### src/rtl/srd_pkg.sv
package srd_pkg;

  typedef enum logic [2:0] {
    SQ_IDLE     = 3'd0,
    SQ_SYNC     = 3'd1,
    SQ_ROW      = 3'd2,
    SQ_WAIT_ON  = 3'd3,
    SQ_WAIT_OFF = 3'd4
  } sq_state_t;

endpackage

### src/rtl/srd_seq_fsm.sv
module srd_seq_fsm
  import srd_pkg::*;
#(
  parameter int START_CYC = 3,
  parameter int ROW_CYC   = 1,
  parameter int LINE_W    = 11
) (
  input  logic              clk,
  input  logic              rst_n,
  input  logic              frame_start_i,
  input  logic [LINE_W-1:0] lines_cfg_i,
  input  logic              pix_valid_i,
  input  logic              last_line_i,
  output sq_state_t         state_o,
  output logic              frame_done_o
);

  localparam int PH_MAX = (START_CYC > ROW_CYC) ? START_CYC : ROW_CYC;
  localparam int PH_W   = $clog2(PH_MAX + 1);
  localparam logic [PH_W-1:0] SYNC_LAST = PH_W'(START_CYC - 1);
  localparam logic [PH_W-1:0] ROW_LAST  = PH_W'(ROW_CYC - 1);

  sq_state_t         st_q, st_d;
  logic [PH_W-1:0]   ph_q;
  logic [LINE_W-1:0] rows_q;
  logic [LINE_W-1:0] budget_q;
  logic              last_seen_q;
  logic              done_q;
  logic              row_end;
  logic              frame_end;
  logic              enter_row;
  logic              accept;

  // A row is finished once the sensor's valid strobe drops.
  assign row_end   = (st_q == SQ_WAIT_OFF) && !pix_valid_i;
  assign frame_end = last_seen_q || last_line_i ||
                     ((budget_q != '0) && (rows_q == budget_q));
  assign accept    = (st_q == SQ_IDLE) && frame_start_i;
  assign enter_row = (st_d == SQ_ROW) && (st_q != SQ_ROW);

  always_comb begin
    st_d = st_q;
    unique case (st_q)
      SQ_IDLE:     if (frame_start_i)      st_d = SQ_SYNC;
      SQ_SYNC:     if (ph_q == SYNC_LAST)  st_d = SQ_ROW;
      SQ_ROW:      if (ph_q == ROW_LAST)   st_d = SQ_WAIT_ON;
      SQ_WAIT_ON:  if (pix_valid_i)        st_d = SQ_WAIT_OFF;
      SQ_WAIT_OFF: if (!pix_valid_i)       st_d = frame_end ? SQ_IDLE : SQ_ROW;
      default:                             st_d = SQ_IDLE;
    endcase
  end

  always_ff @(posedge clk or negedge rst_n) begin
    if (!rst_n) begin
      st_q <= SQ_IDLE;
      ph_q <= '0;
    end else begin
      st_q <= st_d;
      if (st_d != st_q)
        ph_q <= '0;
      else if ((st_q == SQ_SYNC) || (st_q == SQ_ROW))
        ph_q <= ph_q + 1'b1;
    end
  end

  always_ff @(posedge clk or negedge rst_n) begin
    if (!rst_n) begin
      rows_q   <= '0;
      budget_q <= '0;
    end else if (accept) begin
      rows_q   <= '0;
      budget_q <= lines_cfg_i;
    end else if (enter_row) begin
      rows_q   <= rows_q + 1'b1;
    end
  end

  // Last-line flag is held from the row where it appears until the next row.
  always_ff @(posedge clk or negedge rst_n) begin
    if (!rst_n)
      last_seen_q <= 1'b0;
    else if (accept || enter_row)
      last_seen_q <= 1'b0;
    else if (((st_q == SQ_WAIT_ON) || (st_q == SQ_WAIT_OFF)) && last_line_i)
      last_seen_q <= 1'b1;
  end

  always_ff @(posedge clk or negedge rst_n) begin
    if (!rst_n) done_q <= 1'b0;
    else        done_q <= row_end && frame_end;
  end

  assign state_o      = st_q;
  assign frame_done_o = done_q;

endmodule

### src/rtl/srd_fall_retime.sv
module srd_fall_retime #(
  parameter int NSIG = 2
) (
  input  logic            clk,
  input  logic            rst_n,
  input  logic [NSIG-1:0] d_i,
  output logic [NSIG-1:0] q_o
);

  for (genvar g = 0; g < NSIG; g++) begin : g_bit
    logic q_r;
    always_ff @(negedge clk or negedge rst_n) begin
      if (!rst_n) q_r <= 1'b0;
      else        q_r <= d_i[g];
    end
    assign q_o[g] = q_r;
  end

endmodule

### src/rtl/srd_pixel_align.sv
module srd_pixel_align #(
  parameter int PIX_W   = 10,
  parameter int PIX_LAG = 5
) (
  input  logic             clk,
  input  logic             rst_n,
  input  logic             pix_valid_i,
  input  logic [PIX_W-1:0] pix_data_i,
  output logic             cap_valid_o,
  output logic [PIX_W-1:0] cap_data_o
);

  logic [PIX_LAG-1:0] vd_q;
  logic               cv_q;
  logic [PIX_W-1:0]   cd_q;

  always_ff @(posedge clk or negedge rst_n) begin
    if (!rst_n) vd_q[0] <= 1'b0;
    else        vd_q[0] <= pix_valid_i;
  end

  for (genvar s = 1; s < PIX_LAG; s++) begin : g_stage
    always_ff @(posedge clk or negedge rst_n) begin
      if (!rst_n) vd_q[s] <= 1'b0;
      else        vd_q[s] <= vd_q[s-1];
    end
  end

  always_ff @(posedge clk or negedge rst_n) begin
    if (!rst_n) begin
      cv_q <= 1'b0;
      cd_q <= '0;
    end else begin
      cv_q <= vd_q[PIX_LAG-1];
      if (vd_q[PIX_LAG-1]) cd_q <= pix_data_i;
    end
  end

  assign cap_valid_o = cv_q;
  assign cap_data_o  = cd_q;

endmodule

### src/rtl/sensor_readout_ctrl.sv
module sensor_readout_ctrl
  import srd_pkg::*;
#(
  parameter int PIX_W     = 10,
  parameter int LINE_W    = 11,
  parameter int START_CYC = 3,
  parameter int ROW_CYC   = 1,
  parameter int PIX_LAG   = 5
) (
  input  logic              clk,
  input  logic              rst_n,
  input  logic              frame_start_i,
  input  logic [LINE_W-1:0] lines_cfg_i,
  output logic              frame_sync_o,
  output logic              row_clk_o,
  input  logic              pix_valid_i,
  input  logic              last_line_i,
  input  logic [PIX_W-1:0]  pix_data_i,
  output logic              cap_valid_o,
  output logic [PIX_W-1:0]  cap_data_o,
  output logic              frame_done_o
);

  sq_state_t  seq_state;
  logic [1:0] drv_d;
  logic [1:0] drv_q;

  srd_seq_fsm #(
    .START_CYC (START_CYC),
    .ROW_CYC   (ROW_CYC),
    .LINE_W    (LINE_W)
  ) u_seq (
    .clk           (clk),
    .rst_n         (rst_n),
    .frame_start_i (frame_start_i),
    .lines_cfg_i   (lines_cfg_i),
    .pix_valid_i   (pix_valid_i),
    .last_line_i   (last_line_i),
    .state_o       (seq_state),
    .frame_done_o  (frame_done_o)
  );

  assign drv_d = {seq_state == SQ_ROW, seq_state == SQ_SYNC};

  srd_fall_retime #(.NSIG(2)) u_retime (
    .clk   (clk),
    .rst_n (rst_n),
    .d_i   (drv_d),
    .q_o   (drv_q)
  );

  assign frame_sync_o = drv_q[0];
  assign row_clk_o    = drv_q[1];

  srd_pixel_align #(
    .PIX_W   (PIX_W),
    .PIX_LAG (PIX_LAG)
  ) u_align (
    .clk         (clk),
    .rst_n       (rst_n),
    .pix_valid_i (pix_valid_i),
    .pix_data_i  (pix_data_i),
    .cap_valid_o (cap_valid_o),
    .cap_data_o  (cap_data_o)
  );

endmodule

### config.mk
export PLATFORM = sky130hd
export DESIGN_NAME = sensor_readout_ctrl
export DESIGN_NICKNAME = d
export VERILOG_FILES = /design/src/rtl/srd_pkg.sv /design/src/rtl/srd_seq_fsm.sv /design/src/rtl/srd_fall_retime.sv /design/src/rtl/srd_pixel_align.sv /design/src/rtl/sensor_readout_ctrl.sv
export SDC_FILE = /design/constraint.sdc
export NUM_CORES = 1
export LEC_CHECK = 0
export ABC_AREA = 1
export BUFFER_PORTS_ARGS = -buffer_cell sky130_fd_sc_hd__buf_2
export CELL_PAD_IN_SITES_DETAIL_PLACEMENT = 1
export CELL_PAD_IN_SITES_GLOBAL_PLACEMENT = 1
export CORE_MARGIN = 5
export CORE_UTILIZATION = 33
export DETAILED_ROUTE_END_ITERATION = 16
export GPL_TIMING_DRIVEN = 0
export PLACE_DENSITY_LB_ADDON = 0.1
export SLEW_MARGIN = 20
export SYNTH_ARGS = -nofsm -noshare
export SYNTH_HDL_FRONTEND = slang
export SYNTH_SLANG_ARGS = --single-unit
export TNS_END_PERCENT = 5
### constraint.sdc
create_clock -name clk -period 1.9 [get_ports clk]
set_input_delay 0.095 -clock clk [delete_from_list [all_inputs] [get_ports clk]]
set_output_delay 0.095 -clock clk [all_outputs]
set_load 0.005 [all_outputs]
==> results of run 1 <==
## cells in the mapped netlist
library cell and count:
a21boi_0 1, nor4_1 1, nand2_4 2, buf_6 1, xor2_1 10, or2_2 1, buf_2 1, clkbuf_1 4
mux2_2 11, dfrtn_1 2, inv_1 30, nand3_2 2, ha_1 3, nor2_1 28, xnor2_1 1, a21oi_1 13
nor3_2 2, o21ai_1 1, nand3_1 17, buf_1 1, nand2_1 61, dfrtp_1 45, a211oi_2 1, nand4_1 11
nor2_2 2, nor3_1 6, inv_2 3, buf_8 1
## metrics by stage
stage	std cells	hold WS, ns	cell area (µm²)	util (%)
6_report	408	0.00958	2750	40.5
5_1_grt	408	0.00590	2750	40.5
4_1_cts	407	0.00123	2740	40.3
3_5_place_dp	397	0.252	2620	38.5
3_3_place_gp	397	0.249	2620	38.5
2_1_floorplan	262	-0.201	2300	-
## per-layer routing
metal  GRT usage (%)  vias to the layer above
met4            4.33                        0
met3            2.90                        5
met1            18.3                      879
li1                -                      930
met2            21.3                       25
met5               0                        -
## layout make-up
type | count | area (µm²)
Clock inverter | 3 | 27.5
Multi-Input combinational cell | 174 | 953
Timing Repair Buffer | 42 | 228
Buffer | 8 | 50.0
Inverter | 33 | 124
Sequential cell | 47 | 1180
Fill cell | 835 | 4050
Clock buffer | 5 | 68.8
Tap cell | 96 | 120
## cells by family (layout without fill, tap and decap cells)
logic type / after synthesis / after routing / synth area share [%]
adders and majority gates: 3 / 3 / 1.63
DFF: 47 / 47 / 51.1
and+or+nand+nor: 133 / 133 / 26.3
xor gates and xnor gates: 11 / 11 / 4.18
muxes: 11 / 11 / 5.38
AOI/OAI and AO/OA: 16 / 16 / 3.91
buffers and inverters: 41 / 91 / 7.55
## flip-flops by register name (all words and copies together) (netlist names)
name,flops
u_seq.budget_q,11
u_seq.rows_q,11
u_retime.g_bit.q_r,2
u_seq.last_seen_q,1
u_align.cap_data_o,10
u_seq.frame_done_o,1
u_seq.state_o,3
u_seq.ph_q,2
u_align.cap_valid_o,1
u_align.vd_q,5
## where the power goes
group          internal, mW  switching (mW)
clock network         0.273           0.392
registers              1.22           0.150
logic                 0.402           0.658
total                  1.90            1.20
## how the worst max path moves through the flow
stage | from | endpoint | slack [ns] | depth (start not counted)
CTS | u_retime.g_bit[0].q_r$_DFF_NN0_ | frame_sync_o | 0.05 | 1
finish | u_retime.g_bit[0].q_r$_DFF_NN0_ | frame_sync_o | 0.06 | 1
global route | u_seq.rows_q[5]$_DFFE_PN0P_ | u_seq.rows_q[2]$_DFFE_PN0P_ | 0.0005 | 13
detailed placement | rst_n | u_retime.g_bit[1].q_r$_DFF_NN0_ | -0.05 | 1
global placement | rst_n | u_retime.g_bit[0].q_r$_DFF_NN0_ | -0.03 | 1
floorplan | u_seq.state_o[1]$_DFF_PN0_ | u_retime.g_bit[1].q_r$_DFF_NN0_ | 0.21 | 2
## repair_timing
item	CTS	global route
setup endpoints to repair	0	8
hold buffers	2	1
resized for setup	0	1
hold endpoints to repair	2	45
==> flow_summary.toml, run 1 <==
[placed_design]
dpl.hpwl_um = 4120
gp_congestion = 0.771
pre_cts_ws_ns = -0.0481
io_buffers = 39

[floorplanning]
num_rows = 30
die_w_um = 93.5
die_y_um = 93.5
initial_utilization_pct = 33.9
core_area_um2 = 6790
die_area_um2 = 8750
ioPinCount = 40

[critical_path]
start_kind = "flop"
crit_family = "flip-flops"
crit_fanout = 1
reg2reg_slack_ns = 0.13
critical_path_buf_inv_count = 1
crit_slowest_cell = "dfrtn_1"
r2r_end = "u_retime.g_bit[1].q_r$_DFF_NN0_"
rr_startpoint = "u_seq.state_o[1]$_DFF_PN0_"
cp-end-kind = "primary output"
slowest_delay_ns = 0.38
setup.worst_path.class = "reg -> out"
reg2reg_depth = 2
critical_path.cell_chain = "buf_2"
cp.arrival_ns = 1.75
cp.required_ns = 1.80

[finish]
syn2layout_area_growth_pct = 19.3
drive_above_1_share_pct = 24.0
final_cell_mix = "61 x nand2_1, 44 x dfrtp_1, 39 x buf_2"
nets = 340
antenna_cells = 0
final_common_cell = "nand2_1"

[route]
wl_met1_um = 2680
first_pass_iters = 4
drt_iter0_drc = 26
drt_wl_total_um = 5550
wl_per_cell_um = 13.6
dr_wl_met2_um = 2590
top_layer = "met4"
dr_wl_met3_um = 222
drc = 0
ant_nets = 0
num_vias = 1839
viasPerCell = 4.51

[global_routing]
track_usage_pct = 13.4
grt_max_degree = 48
overflow = 0
first_global_vias = 1896
grt_antenna_before_repair = 0
grt_pass1_wl_um = 9200

[clocking]
root_buffer = "clkbuf_8"
post_cts_buffers = 0
clk_pin_slew_ns = 0.10
htreeDepth = 2
cts_buffers = 5
cts_tree = "built"
clock-sinks = 47
clock_path_buffers = 2
insertion_delay_ns = 0.31

[worst_hold_path]
hold_path_class = "in -> reg"
holdPathEnd = "u_align.cap_data_o[7]$_DFFE_PN0P_"
hp-start = "pix_data_i[7]"
holdPathStages = 2

[yosys]
synth_nets = 291
synth_seq_cells = 47
synth_cells = 262
seq_area_frac_synth_pct = 51.1
yosys.area.top_type = "dfrtp_1"
syn_avg_cell_area_um2 = 8.79
synth_top_area_share_pct = 48.9
synth_cell_types = 28
yosys-top-cells-area = "dfrtp_1 49%, nand2_1 9.9%, mux2_2 5.4%"
synthesis.area_um2 = 2300
ys_warn_count = 0

[timing]
rsz0062_at_grt = "false"
setup_tns_ns = 0
setup_violations = 0
finClkSkew_ns = 0.00470
final-hold-violation-count = 0
worst_pin_slew_ns = 0.619
fin_ws_ns = 0.0589
drv_slew = 0
max_slew_margin_pct = 58.7

[power_and_ir_drop]
p_leak_nw = 1.39
powerDensity_nw_per_um2 = 1130
total_power_mw = 3.10
ir_drop_mv = 0.415

[job]
drv_cap = 0

[status]
status = "complete, no violations"
Note: power is estimated with default switching activity, not from simulation.
==> inputs of run 2 (changes only) <==
Settings changed: SETUP_SLACK_MARGIN set to 0.1.
==> flow_summary.toml, run 2 (synthesis results as in run 1) <==
[finish]
final_cell_mix = "61 x nand2_1, 43 x dfrtp_1, 39 x buf_2"
drive_above_1_share_pct = 24.4
regArea_um2 = 1180
multi_input_comb_area_um2 = 953
nFillCells = 834
final_common_cell = "nand2_1"
nets = 340
antenna_cells = 0
syn2layout_area_growth_pct = 19.4
final_core_util_pct = 40.5
post-route-cell-area_um2 = 2750

[clocking]
clk_pin_slew_ns = 0.10
htreeDepth = 2
cts_buffers = 5
clock-sinks = 47
clock_path_buffers = 2
insertion_delay_ns = 0.31
root_buffer = "clkbuf_8"
post_cts_buffers = 0
cts_tree = "built"

[route]
drt_iter0_drc = 26
ant_nets = 0
drc = 0
drt_wl_total_um = 5550
first_pass_iters = 4
wl_per_cell_um = 13.6
num_vias = 1839
viasPerCell = 4.51

[floorplanning]
die_w_um = 93.5
initial_utilization_pct = 33.9
ioPinCount = 40
die_y_um = 93.5
die_area_um2 = 8750
num_rows = 30
core_area_um2 = 6790

[global_routing]
first_global_vias = 1896
grt_max_degree = 48
met1_usage_pct = 18.3
grt_antenna_before_repair = 0
track_usage_pct = 13.4
grt_use_met3_pct = 2.90
grt-busiest-layer = "met2"
overflow = 0
met2_usage_pct = 21.3
grt_pass1_wl_um = 9200

[critical_path]
reg2reg_depth = 2
crit_family = "flip-flops"
cp-end-kind = "primary output"
cp.arrival_ns = 1.75
setup.worst_path.class = "reg -> out"
startpoint = "u_retime.g_bit[0].q_r$_DFF_NN0_"
rr_startpoint = "u_seq.state_o[1]$_DFF_PN0_"
cp_num_cells = 1
start_kind = "flop"
crit_fanout = 1
slowest_delay_ns = 0.38
critical_path_buf_inv_count = 1
cp.required_ns = 1.80
crit_slowest_cell = "dfrtn_1"
critical_path.cell_chain = "buf_2"

[power_and_ir_drop]
p_leak_nw = 1.39
ir_drop_mv = 0.415
total_power_mw = 3.10
powerDensity_nw_per_um2 = 1130

[worst_hold_path]
hold_path_class = "in -> reg"
holdPathStages = 2
hp-start = "pix_data_i[7]"

[timing]
holdWs_ns = 0.00958
finClkSkew_ns = 0.00470
worst_pin_slew_ns = 0.619
rsz0062_at_grt = "true"
setup_violations = 0
drv_slew = 0
max_slew_margin_pct = 58.7
final-hold-violation-count = 0

[placed_design]
postPlaceCellArea_um2 = 2620
gp_congestion = 0.771
io_buffers = 39
dpl.hpwl_um = 4120

[job]
drv_cap = 0

[status]
status = "complete, no violations"
## run 2: cell counts in the layout (fill, tap and decap cells not counted)
Identical to the previous run, type by type.
## run 2: path summary, 6_finish.rpt
path,endpoint,slack (ns)
setup / recovery,frame_sync_o,0.06
hold / removal,u_align.cap_data_o[7]$_DFFE_PN0P_,0.01
setup reg to reg,u_retime.g_bit[1].q_r$_DFF_NN0_,0.13
hold reg to reg,u_align.vd_q[1]$_DFF_PN0_,0.36
max in group asynchronous,u_retime.g_bit[1].q_r$_DFF_NN0_,0.32
min in group asynchronous,u_seq.state_o[2]$_DFF_PN0_,0.32
## run 2: power by group
part / internal (mW) / switching (mW) / leakage (nW) / total (mW)
clock network: 0.273 / 0.392 / 0.0467 / 0.665
registers: 1.22 / 0.150 / 0.573 / 1.37
logic: 0.402 / 0.658 / 0.770 / 1.06
total: 1.90 / 1.20 / 1.39 / 3.10
## run 2: area by class of cell
cell class | instances | area share [%]
Buffer | 8 | 1.82
Clock buffer | 5 | 2.50
Clock inverter | 3 | 1.00
Inverter | 33 | 4.50
Multi-Input combinational cell | 174 | 34.7
Sequential cell | 47 | 42.9
Tap cell | 96 | 4.37
Timing Repair Buffer | 42 | 8.28
## run 2: layer usage
metal / vias up / wire length [µm]
met4: 0 / 68
met3: 5 / 222
li1: 930 / -
met2: 25 / 2590
met1: 879 / 2680
met5: - / 0
## run 2: what timing repair did
action                                  CTS  global route
endpoints found under the setup margin    2            14
gates resized for setup                   0             2
endpoints found under the hold margin     2            45
cloned                                    0             0
hold buffers                              2             1
## run 2: through the flow
| step | instances | setup TNS [ns] | setup slack, ns |
|---|---|---|---|
| 2_1_floorplan | 262 | 0 | 0.209 |
| 3_3_place_gp | 397 | -0.0666 | -0.0333 |
| 3_5_place_dp | 397 | -0.0957 | -0.0481 |
| 4_1_cts | 407 | 0 | 0.0467 |
| 5_1_grt | 408 | 0 | 0.0155 |
| 6_report | 408 | 0 | 0.0589 |
==> inputs of run 3 (changes only) <==
Settings changed: GPL_TIMING_DRIVEN 0 to not set.
Clock period 1.9 ns to 1.65 ns, I/O delays scaled along.
==> flow_summary.toml, run 3 (synthesis results as in run 1) <==
[critical_path]
slowest_delay_ns = 0.39
cp.arrival_ns = 1.62
crit_family = "flip-flops"
cp.required_ns = 1.57
crit_slowest_cell = "dfrtn_1"
setup.worst_path.class = "reg -> out"
start_kind = "flop"
critical_path_buf_inv_count = 1
cp-end-kind = "primary output"
crit_fanout = 1
critical_path.cell_chain = "buf_2"

[timing]
worst_pin_slew_ns = 0.519
drv_slew = 0
holdWs_ns = 0.00435
setup_tns_ns = -0.101
max_slew_margin_pct = 65.4
final-hold-violation-count = 0
finClkSkew_ns = 0.00702
rsz0062_at_grt = "true"
setup_violations = 2
fin_ws_ns = -0.0549

[finish]
nets = 354
nFillCells = 823
final_cell_mix = "61 x nand2_1, 45 x dfrtp_1, 39 x buf_2"
post-route-cell-area_um2 = 2920
final_common_cell = "nand2_1"
antenna_cells = 0
drive_above_1_share_pct = 29.1
syn2layout_area_growth_pct = 26.6

[floorplanning]
ioPinCount = 40
num_rows = 30
die_y_um = 93.5
initial_utilization_pct = 33.9
die_w_um = 93.5
die_area_um2 = 8750
core_area_um2 = 6790

[route]
drt_iter0_drc = 25
drt_wl_total_um = 5720
wl_per_cell_um = 13.6
drc = 0
num_vias = 1884
viasPerCell = 4.46
ant_nets = 0
first_pass_iters = 4

[placed_design]
pre_cts_ws_ns = 0.0270
dpl.hpwl_um = 4270
postPlaceCellArea_um2 = 2750
gp_congestion = 0.777
io_buffers = 39

[global_routing]
grt_max_degree = 44
grt_pass1_wl_um = 9760
overflow = 0
first_global_vias = 2009
grt_antenna_before_repair = 0
track_usage_pct = 14.1

[worst_hold_path]
hold_path_class = "in -> reg"

[clocking]
cts_tree = "built"
insertion_delay_ns = 0.30
post_cts_buffers = 0
clock-sinks = 47
cts_buffers = 5
root_buffer = "clkbuf_8"
clk_pin_slew_ns = 0.09
clock_path_buffers = 2
htreeDepth = 2

[power_and_ir_drop]
p_leak_nw = 1.48
powerDensity_nw_per_um2 = 1260
ir_drop_mv = 0.623
total_power_mw = 3.67

[status]
status = "complete, but fails checks"
failed_checks = "setup timing"

[job]
drv_cap = 0
## run 3: changes by cell type in the layout (fill, tap and decap cells not counted), sizes merged
| cell | previous run | this run |
|---|---|---|
| dlygate4sd3 | 3 | 6 |
| clkinvlp | 1 | 0 |
| clkinv | 0 | 2 |
| clkbuf | 9 | 6 |
| buf | 43 | 58 |
| inv | 35 | 33 |
## run 3: metrics by stage
step / util (%) / instances
floorplan: - / 262
finish: 42.9 / 422
detailed placement: 40.5 / 408
global route: 42.9 / 422
global placement: 40.5 / 408
CTS: 42.4 / 419
## run 3: cell type report
class	instances	area (µm²)	share of cell area, %
clock buffer	6	72.6	2.49
clock inverter	2	13.8	0.472
inverter	33	124	4.25
multi-input combinational	174	973	33.4
sequential	47	1180	40.3
tap	96	120	4.12
timing repair buffer	64	435	14.9
## run 3: timing repair
item,in CTS,in global routing
setup endpoints to repair,16,18
hold buffers,3,3
gates cloned,0,0
resized for setup,7,1
hold endpoints to repair,7,3
pin swaps,4,0
## run 3: final timing paths
kind / startpoint / to / slack [ns] / cells after the start
max: u_retime.g_bit[1].q_r$_DFF_NN0_ / row_clk_o / -0.05 / 1
min: pix_data_i[7] / u_align.cap_data_o[7]$_DFFE_PN0P_ / 0.004 / 2
max reg2reg: u_seq.state_o[1]$_DFF_PN0_ / u_retime.g_bit[1].q_r$_DFF_NN0_ / 0.04 / 2
min reg2reg: u_align.vd_q[3]$_DFF_PN0_ / u_align.vd_q[4]$_DFF_PN0_ / 0.35 / 0
max in group asynchronous: rst_n / u_retime.g_bit[0].q_r$_DFF_NN0_ / 0.53 / 2
min in group asynchronous: rst_n / u_seq.ph_q[1]$_DFFE_PN0P_ / 0.19 / 2
## run 3: report_power, final
part | internal, mW | leakage [nW] | switching, mW
combinational | 0.590 | 0.859 | 0.807
clock | 0.300 | 0.0452 | 0.395
sequential | 1.41 | 0.576 | 0.170
total | 2.29 | 1.48 | 1.37
## run 3: per-layer routing
metal	wire, µm	global-route usage [%]	vias up	share of wire (%)
li1	-	-	963	-
met1	2730	19.2	888	48
met2	2690	22.6	26	47
met3	232	2.98	7	4.1
met4	76	4.33	0	1.3
met5	0	0	-	0
